--- src/rtl/sd_cmd_front.sv ---
module sd_cmd_front #(
  parameter int TMO        = 64,
  parameter int SHORT_BITS = 48,
  parameter int LONG_BITS  = 136
) (
  input  logic        clk,
  input  logic        rst_n,
  input  logic        soft_rst,
  input  logic        wr_en,
  input  logic [7:0]  wr_data,
  input  logic        rsp_en,
  input  logic        rsp_long,
  input  logic        cmd_in,
  output logic        cmd_line,
  output logic [47:0] cmd_frame,
  output logic        busy,
  input  logic [3:0]  resp_idx,
  output logic [7:0]  resp_byte,
  output logic        resp_len,
  input  logic        stat_rd,
  output logic [7:0]  stat_q,
  output logic        overrun
);
  localparam int BW = $clog2(LONG_BITS + 1);
  localparam int TW = $clog2(TMO);
  localparam logic [BW-1:0] TX_LAST   = BW'(47);
  localparam logic [BW-1:0] CAP_FIRST = BW'(8);
  localparam logic [TW-1:0] W_LAST    = TW'(TMO - 1);

  typedef enum logic [1:0] {IDLE, SEND, WAIT, RECV} st_t;
  st_t st;

  logic [2:0]    cnt;
  logic [5:0]    op_q;
  logic [23:0]   arg_q;
  logic [47:0]   sh;
  logic [BW-1:0] bitcnt;
  logic [TW-1:0] wcnt;
  logic          want_rsp, want_long;
  logic [127:0]  rbuf;

  wire [47:0]   frame   = {2'b01, op_q, arg_q, wr_data, 7'd0, 1'b1};
  wire [BW-1:0] rx_last = want_long ? BW'(LONG_BITS - 1) : BW'(SHORT_BITS - 1);
  wire [BW-1:0] cap_end = want_long ? BW'(LONG_BITS) : BW'(SHORT_BITS - 8);
  wire [6:0]    sel     = {~resp_idx, 3'b000};

  assign busy      = (st != IDLE);
  assign cmd_line  = (st == SEND) ? sh[47] : 1'b1;
  assign resp_byte = rbuf[sel +: 8];

  always_ff @(posedge clk or negedge rst_n) begin
    if (!rst_n) begin
      st <= IDLE; cnt <= '0; op_q <= '0; arg_q <= '0; sh <= '1;
      bitcnt <= '0; wcnt <= '0; want_rsp <= 1'b0; want_long <= 1'b0;
      rbuf <= '0; cmd_frame <= '0; resp_len <= 1'b0; stat_q <= '0;
      overrun <= 1'b0;
    end else if (soft_rst) begin
      st <= IDLE; cnt <= '0; stat_q <= '0; overrun <= 1'b0;
    end else begin
      if (stat_rd) stat_q <= '0;
      if (wr_en) begin
        if (cnt == 3'd0) op_q <= wr_data[5:0];
        else if (cnt != 3'd4) arg_q <= {arg_q[15:0], wr_data};
        cnt <= (cnt == 3'd4) ? 3'd0 : cnt + 3'd1;
        if (cnt == 3'd4) begin
          if (busy) overrun <= 1'b1;
          else begin
            st <= SEND; sh <= frame; cmd_frame <= frame; bitcnt <= '0;
            want_rsp <= rsp_en; want_long <= rsp_long; rbuf <= '0;
          end
        end
      end
      case (st)
        SEND: begin
          if (bitcnt == TX_LAST) begin
            bitcnt <= '0; wcnt <= '0;
            if (want_rsp) st <= WAIT;
            else begin st <= IDLE; stat_q[0] <= 1'b1; end
          end else begin
            bitcnt <= bitcnt + 1'b1; sh <= {sh[46:0], 1'b1};
          end
        end
        WAIT: begin
          if (!cmd_in) begin st <= RECV; bitcnt <= BW'(1); end
          else if (wcnt == W_LAST) begin st <= IDLE; stat_q[3] <= 1'b1; end
          else wcnt <= wcnt + 1'b1;
        end
        RECV: begin
          if (bitcnt >= CAP_FIRST && bitcnt < cap_end) rbuf <= {rbuf[126:0], cmd_in};
          if (bitcnt == rx_last) begin
            st <= IDLE; resp_len <= want_long; stat_q[0] <= 1'b1;
          end else bitcnt <= bitcnt + 1'b1;
        end
        default: ;
      endcase
    end
  end
endmodule


--- config.mk ---
export PLATFORM = sky130hd
export DESIGN_NAME = sd_cmd_front
export DESIGN_NICKNAME = d
export VERILOG_FILES = /design/src/rtl/sd_cmd_front.sv
export SDC_FILE = /design/constraint.sdc
export NUM_CORES = 1
export LEC_CHECK = 0
export ABC_AREA = 1
export BUFFER_PORTS_ARGS = -buffer_cell sky130_fd_sc_hd__buf_2
export CAP_MARGIN = 10
export CORE_ASPECT_RATIO = 1.4
export CORE_UTILIZATION = 35
export DETAILED_ROUTE_END_ITERATION = 7
export PLACE_DENSITY = 0.61
export SYNTH_ARGS = -nofsm -noshare
export SYNTH_HDL_FRONTEND = slang
export SYNTH_SLANG_ARGS = --single-unit
--- constraint.sdc ---
create_clock -name clk -period 3.4 [get_ports clk]
set_input_delay 0.17 -clock clk [delete_from_list [all_inputs] [get_ports clk]]
set_output_delay 0.17 -clock clk [all_outputs]
set_load 0.01 [all_outputs]
# Yosys cells after proc, flatten, opt, wreduce, memory -nomap -nowiden
# Cells that the tools add are included.
[word_totals] ff_bits=277 wordCells=100
[op_classes] add_sub_neg=3 order_cmp=2 n_eq_ne=11 shifts=1 n_mux=50 bitwise_logic=4 n_reduce_logical=14
[op_table] op="two-way mux 128 bit" n=5
[op_table] op="two-way mux 48 bit" n=5
[op_table] op="variable part select 128 x 8 -> 8 bit" n=1
[op_table] op="two-way mux 8 bit" n=10
[op_table] op="case mux 8 bit (3 select lines)" n=1
[op_table] op="two-way mux 2 bit" n=9
[op_table] op="two-way mux 6 bit" n=3
[op_table] op="case mux 6 bit (2 select lines)" n=1
[op_table] op="nonzero test 2 bit" n=6
[op_table] op="two-way mux 1 bit" n=11
[op_table] op="two-way mux 3 bit" n=3
[op_table] op="AND reduction 3 bit" n=3
[op_table] op="adder 8 x 1 -> 8 bit, second input constant" n=1
[op_table] op="== test 8 x 6 -> 1 bit, second input constant" n=1
[op_table] op="== test 8 bit" n=1
[op_table] op="greater-or-equal comparator 8 x 4 -> 1 bit, second input constant" n=1
[op_table] op="< comparator 8 bit" n=1
[op_table] op="AND reduction 4 bit" n=2
[op_table] op="adder 6 x 1 -> 6 bit, second input constant" n=1
[op_table] op="== test 6 bit, second input constant" n=1
[op_table] op="case mux 2 bit (3 select lines)" n=1
[op_table] op="AND reduction 5 bit" n=1
[op_table] op="== test 2 bit, second input constant" n=2
[op_table] op="inequality test 2 bit, second input constant" n=2
[op_table] op="other kinds (10)" n=12

# Depth between registers and ports, before layout
[logic_depth] word_depth=8 mapped_depth=12 ltp_nobuf=11

# Worst setup path before layout
# OpenSTA, ideal clock, no wires.
[synth_path] path_type="reg2reg" start="reg want_long" end="reg rbuf[77]" setup_time_ps=65 arrival_ps=1656 required_ps=3335 slack_ps=1680 path_stages_with_launch=11 path_buffers=2 path_cell_list="dfrtp_1 inv_1 ha_1 nand2_1 nor3_2 a211oi_2 nor2_1 buf_2 buf_2 nand2_1 nand2_1"
[synth_between] elab_chain_cells=5
[synth_rtl] item="start, declared" line="39" text="logic want_rsp, want_long;"
[synth_rtl] item="start signal, assigned" line="54" text="bitcnt <= '0; wcnt <= '0; want_rsp <= 1'b0; want_long <= 1'b0;"
[synth_rtl] item="start signal, assigned" line="69" text="want_rsp <= rsp_en; want_long <= rsp_long; rbuf <= '0;"
[synth_rtl] item="two-way mux 8 bit" line="44" text="wire [BW-1:0] cap_end = want_long ? BW'(LONG_BITS) : BW'(SHORT_BITS - 8);"
[synth_rtl] item="< comparator 8 bit" line="89" text="if (bitcnt >= CAP_FIRST && bitcnt < cap_end) rbuf <= {rbuf[126:0], cmd_in};"
[synth_rtl] item="logical AND 1 bit" line="89"
[synth_rtl] item="two-way mux 128 bit" line="89"
[synth_rtl] item="two-way mux 128 bit" line="73" text="case (st)"
[synth_rtl] item="end signal, assigned" line="89"
[synth_rtl] item="end, declared" line="40" text="logic [127:0] rbuf;"
# Every way passes these cells.
# A chain may end at the register's enable or synchronous reset.

# Worst setup path after layout
[layout_path] start="reg bitcnt[5]" end="reg stat_q[0]"
[layout_between] elab_chain_cells=4
[layout_rtl] item="start, declared" line="37" text="logic [BW-1:0] bitcnt;"
[layout_rtl] item="start signal, assigned" line="80" text="bitcnt <= bitcnt + 1'b1; sh <= {sh[46:0], 1'b1};"
[layout_rtl] item="start signal, assigned" line="92" text="end else bitcnt <= bitcnt + 1'b1;"
[layout_rtl] item="== test 8 bit or == test 8 x 6 -> 1 bit (tied branches)" line="90, 75"
[layout_rtl] item="two-way mux 1 bit (on tied branches)" line="90, 75"
[layout_rtl] item="case mux 1 bit (2 select lines) *" line="73"
[layout_rtl] item="two-way mux 8 bit *" line="57" text="end else if (soft_rst) begin"
[layout_rtl] item="end signal, assigned" line="58" text="st <= IDLE; cnt <= '0; stat_q <= '0; overrun <= 1'b0;"
[layout_rtl] item="end signal, assigned" line="60" text="if (stat_rd) stat_q <= '0;"
[layout_rtl] item="end signal, assigned" line="91" text="st <= IDLE; resp_len <= want_long; stat_q[0] <= 1'b1;"
[layout_rtl] item="end, declared" line="21" text="output logic [7:0] stat_q,"
# Every way passes the cells marked *; elsewhere a longest branch is shown, timed or not.

==> results.ini <==
[final_layout]
area_growth_pct=15.0
multi_input_area_um2=4670
finalNetCount=1552
fill_cells=3470
antennaDiodeCount=0
seq_area_um2=6820
final_common_cell=nand2_1
finalCoreUtilization_pct=41.0
stdcell_area_um2=13900
final_cell_mix=nand2_1 (500), nor2_1 (294), dfrtp_1 (222), o21ai_0 (98), buf_2 (72)
layout-drive-gt1-share_pct=14.0

[sta]
setup_tns_ns=0
finalCritPeriodShare_pct=68.6
max_freq_mhz=428
setup_violations=0
slew_viol_final=0
finalHoldViolCount=0
max-slew-margin-rel_pct=33.7
tightest_slew_ns=0.993
period_needed_ns=2.33
rsz0062_at_grt=false
clock-skew-final_ns=0.0212

[placement]
gp_congestion=0.782
dpl_cell_area_um2=12800
hpwl_mm=17.8
io_buffers=73

[drt]
drtIter0Drc=715
wl_met3_um=962
wl_met2_mm=14.1
vias=9546
avgRoutedWirePerCell_um=14.3
wirelength_mm=28.5
postRouteAntennaNets=0
wl_met1_mm=12.6
drc=0
via_per_inst=4.78
routed.top_layer=met4
first_pass_iters=5

[synthesis]
avgSynthCellArea_um2=8.23
synth_top_family_by_area=simple AND/OR/NAND/NOR gates
syn_inst=1472
yosysTopAreaCellShare_pct=45.9
synth-compound-area-share_pct=7.35
synth_cell_types=31
synth_xor_area_share_pct=0.434
muxShareOfSynthArea_pct=1.21
synth_edf_count=0
ys.warnings.count=0
ys_async_sr_fraction_pct=100
synthTopCellsByArea=dfrtp_1 (46%), nand2_1 (16%), dfstp_2 (10%)
yosysSeqAreaShare_pct=56.3
ys_ff_latch=270
synthAdderAreaFrac_pct=0.723
yosysTopAreaCell=dfrtp_1
mappedNetlistArea_um2=12100
synth-simple-area-share_pct=28.2
yosys_most_used_dff=dfrtp_1

[floorplanning]
fp.coreArea_um2=34000
die_h_um=222
ios=88
fp.dieArea_um2=35400
fp.dieW_um=159
rows=80
initial_core_util_pct=35.6

[grt]
grt_pass1_wl_mm=48.0
grt-ovfl-total=0
gr-usage-all-layers_pct=16.2
grt_max_degree=129
grt_pass1_vias=9602
antenna_found_initial=0

[setup_path]
crit_arrival_ns=2.82
required_ns=3.89
rrSetupSlack_ns=1.07
worst_setup_path_end_kind=flip-flop
start_kind=flip-flop
cp_max_fo=9
crit_type=reg2reg

[status]
status=finished, final reports clean

[worst_hold_path]
hp-class=in2async

[clock_tree]
cts_tree=built
cts_resized=0
cts.htree.levels=1
path_clk_slew_ns=0.07
cts_buffers=28
cts_sinks=270
cts_buffer_depth=3
clkLatencyLatePin_ns=0.55
ctsRootBufferMaster=clkbuf_16

[power]
p_per_area_nw_per_um2=571
leakagePower_uw=0.00732
irDropWorstVdd_v=0.000391

[run]
drv_cap=0

-- routing by layer --
metal,vias up,GRT usage [%]
met2,184,28.1
met1,4579,20.8
li1,4729,-
met5,-,0
met4,0,5.68
met3,54,1.80
-- where the power goes --
| part | internal (µW) | switching, µW | total [µW] |
|---|---|---|---|
| clock | 1930 | 1320 | 3250 |
| combinational | 326 | 467 | 793 |
| sequential | 3690 | 231 | 3920 |
| total | 5940 | 2020 | 7960 |
-- worst paths after layout --
check	from	endpoint	cells after the start
setup reg to reg	bitcnt[5]$_DFFE_PN0N_	stat_q[0]$_DFF_PN0_	8
min in group clk	rsp_long	want_long$_DFFE_PN0P_	4
hold / removal	rst_n	rbuf[53]$_DFFE_PN0N_	2
hold reg to reg	sh[0]$_DFFE_PN1N_	sh[0]$_DFFE_PN1N_	2
max in group asynchronous	rst_n	sh[24]$_DFFE_PN1N_	3
setup / recovery	bitcnt[5]$_DFFE_PN0N_	stat_q[0]$_DFF_PN0_	8
-- critical path, cell delays in order (launching register included) --
cell	delay, ns
dfrtp_1	0.49
ha_1	0.35
nand2_1	0.07
nor3_2	0.29
nand2_1	0.09
nand2_1	0.13
nand4_1	0.14
a21oi_1	0.15
dlygate4sd3_1	0.56
-- area by class of cell --
type | instances | area share (%)
well taps | 451 | 4.05
repair buffers | 104 | 5.12
clock inverters | 14 | 1.18
clock buffers | 38 | 5.89
flip-flops and latches | 270 | 48.9
inverters | 49 | 1.32
multi-input cells | 1072 | 33.5
-- per-stage QoR --
stage | instances | total power [µW] | setup slack [ns] | hold slack (ns)
6_report | 1998 | 7960 | 1.07 | 0.204
5_1_grt | 1998 | 8320 | 0.822 | 0.291
3_3_place_gp | 1929 | 4720 | 1.14 | 0.227
2_1_floorplan | 1485 | 4430 | 1.68 | -0.126
4_1_cts | 1998 | 8060 | 1.03 | 0.235
3_5_place_dp | 1929 | 4760 | 1.08 | 0.223
-- cells by family (layout without fill, tap and decap cells) --
| kind of cell | count (synthesis) | in the layout |
|---|---|---|
| compound gates | 155 | 155 |
| fa+ha+maj | 7 | 7 |
| buf+inv | 143 | 205 |
| other cells | 1 | 14 |
| xor+xnor | 6 | 6 |
| flops | 270 | 270 |
| mux | 13 | 13 |
| simple gates | 877 | 877 |
-- Yosys cell counts (2+ instances only) --
cell and count:
a21oi_1 8, inv_1 40, o22ai_1 12, or2_2 4, buf_2 27, nor2_1 295
nor3_1 35, nand4_1 8, nand3_1 28, dfstp_2 48, nand2_1 501, mux2_2 13
o211ai_1 33, clkbuf_1 28, ha_1 7, nand3b_1 2, o21ai_0 98, dfrtp_1 222
buf_1 6, nor2_2 3, inv_2 8, xor2_1 5, buf_4 33
-- flip-flops by register name (all words and copies together) (netlist names) --
signal     count
rbuf         128
sh            48
cmd_frame     39
arg_q         24
bitcnt         8
op_q           6
wcnt           6
cnt            3
st             2
stat_q         2
overrun        1
resp_len       1
want_long      1
want_rsp       1
-- what timing repair did --
| item | in CTS | in global routing |
|---|---|---|
| hold buffers | 17 | 0 |
| setup endpoints to repair | 0 | 0 |
| endpoints found under the hold margin | 112 | 0 |
| buffers inserted | 0 | 0 |
Power figures use the tool's default switching activity.
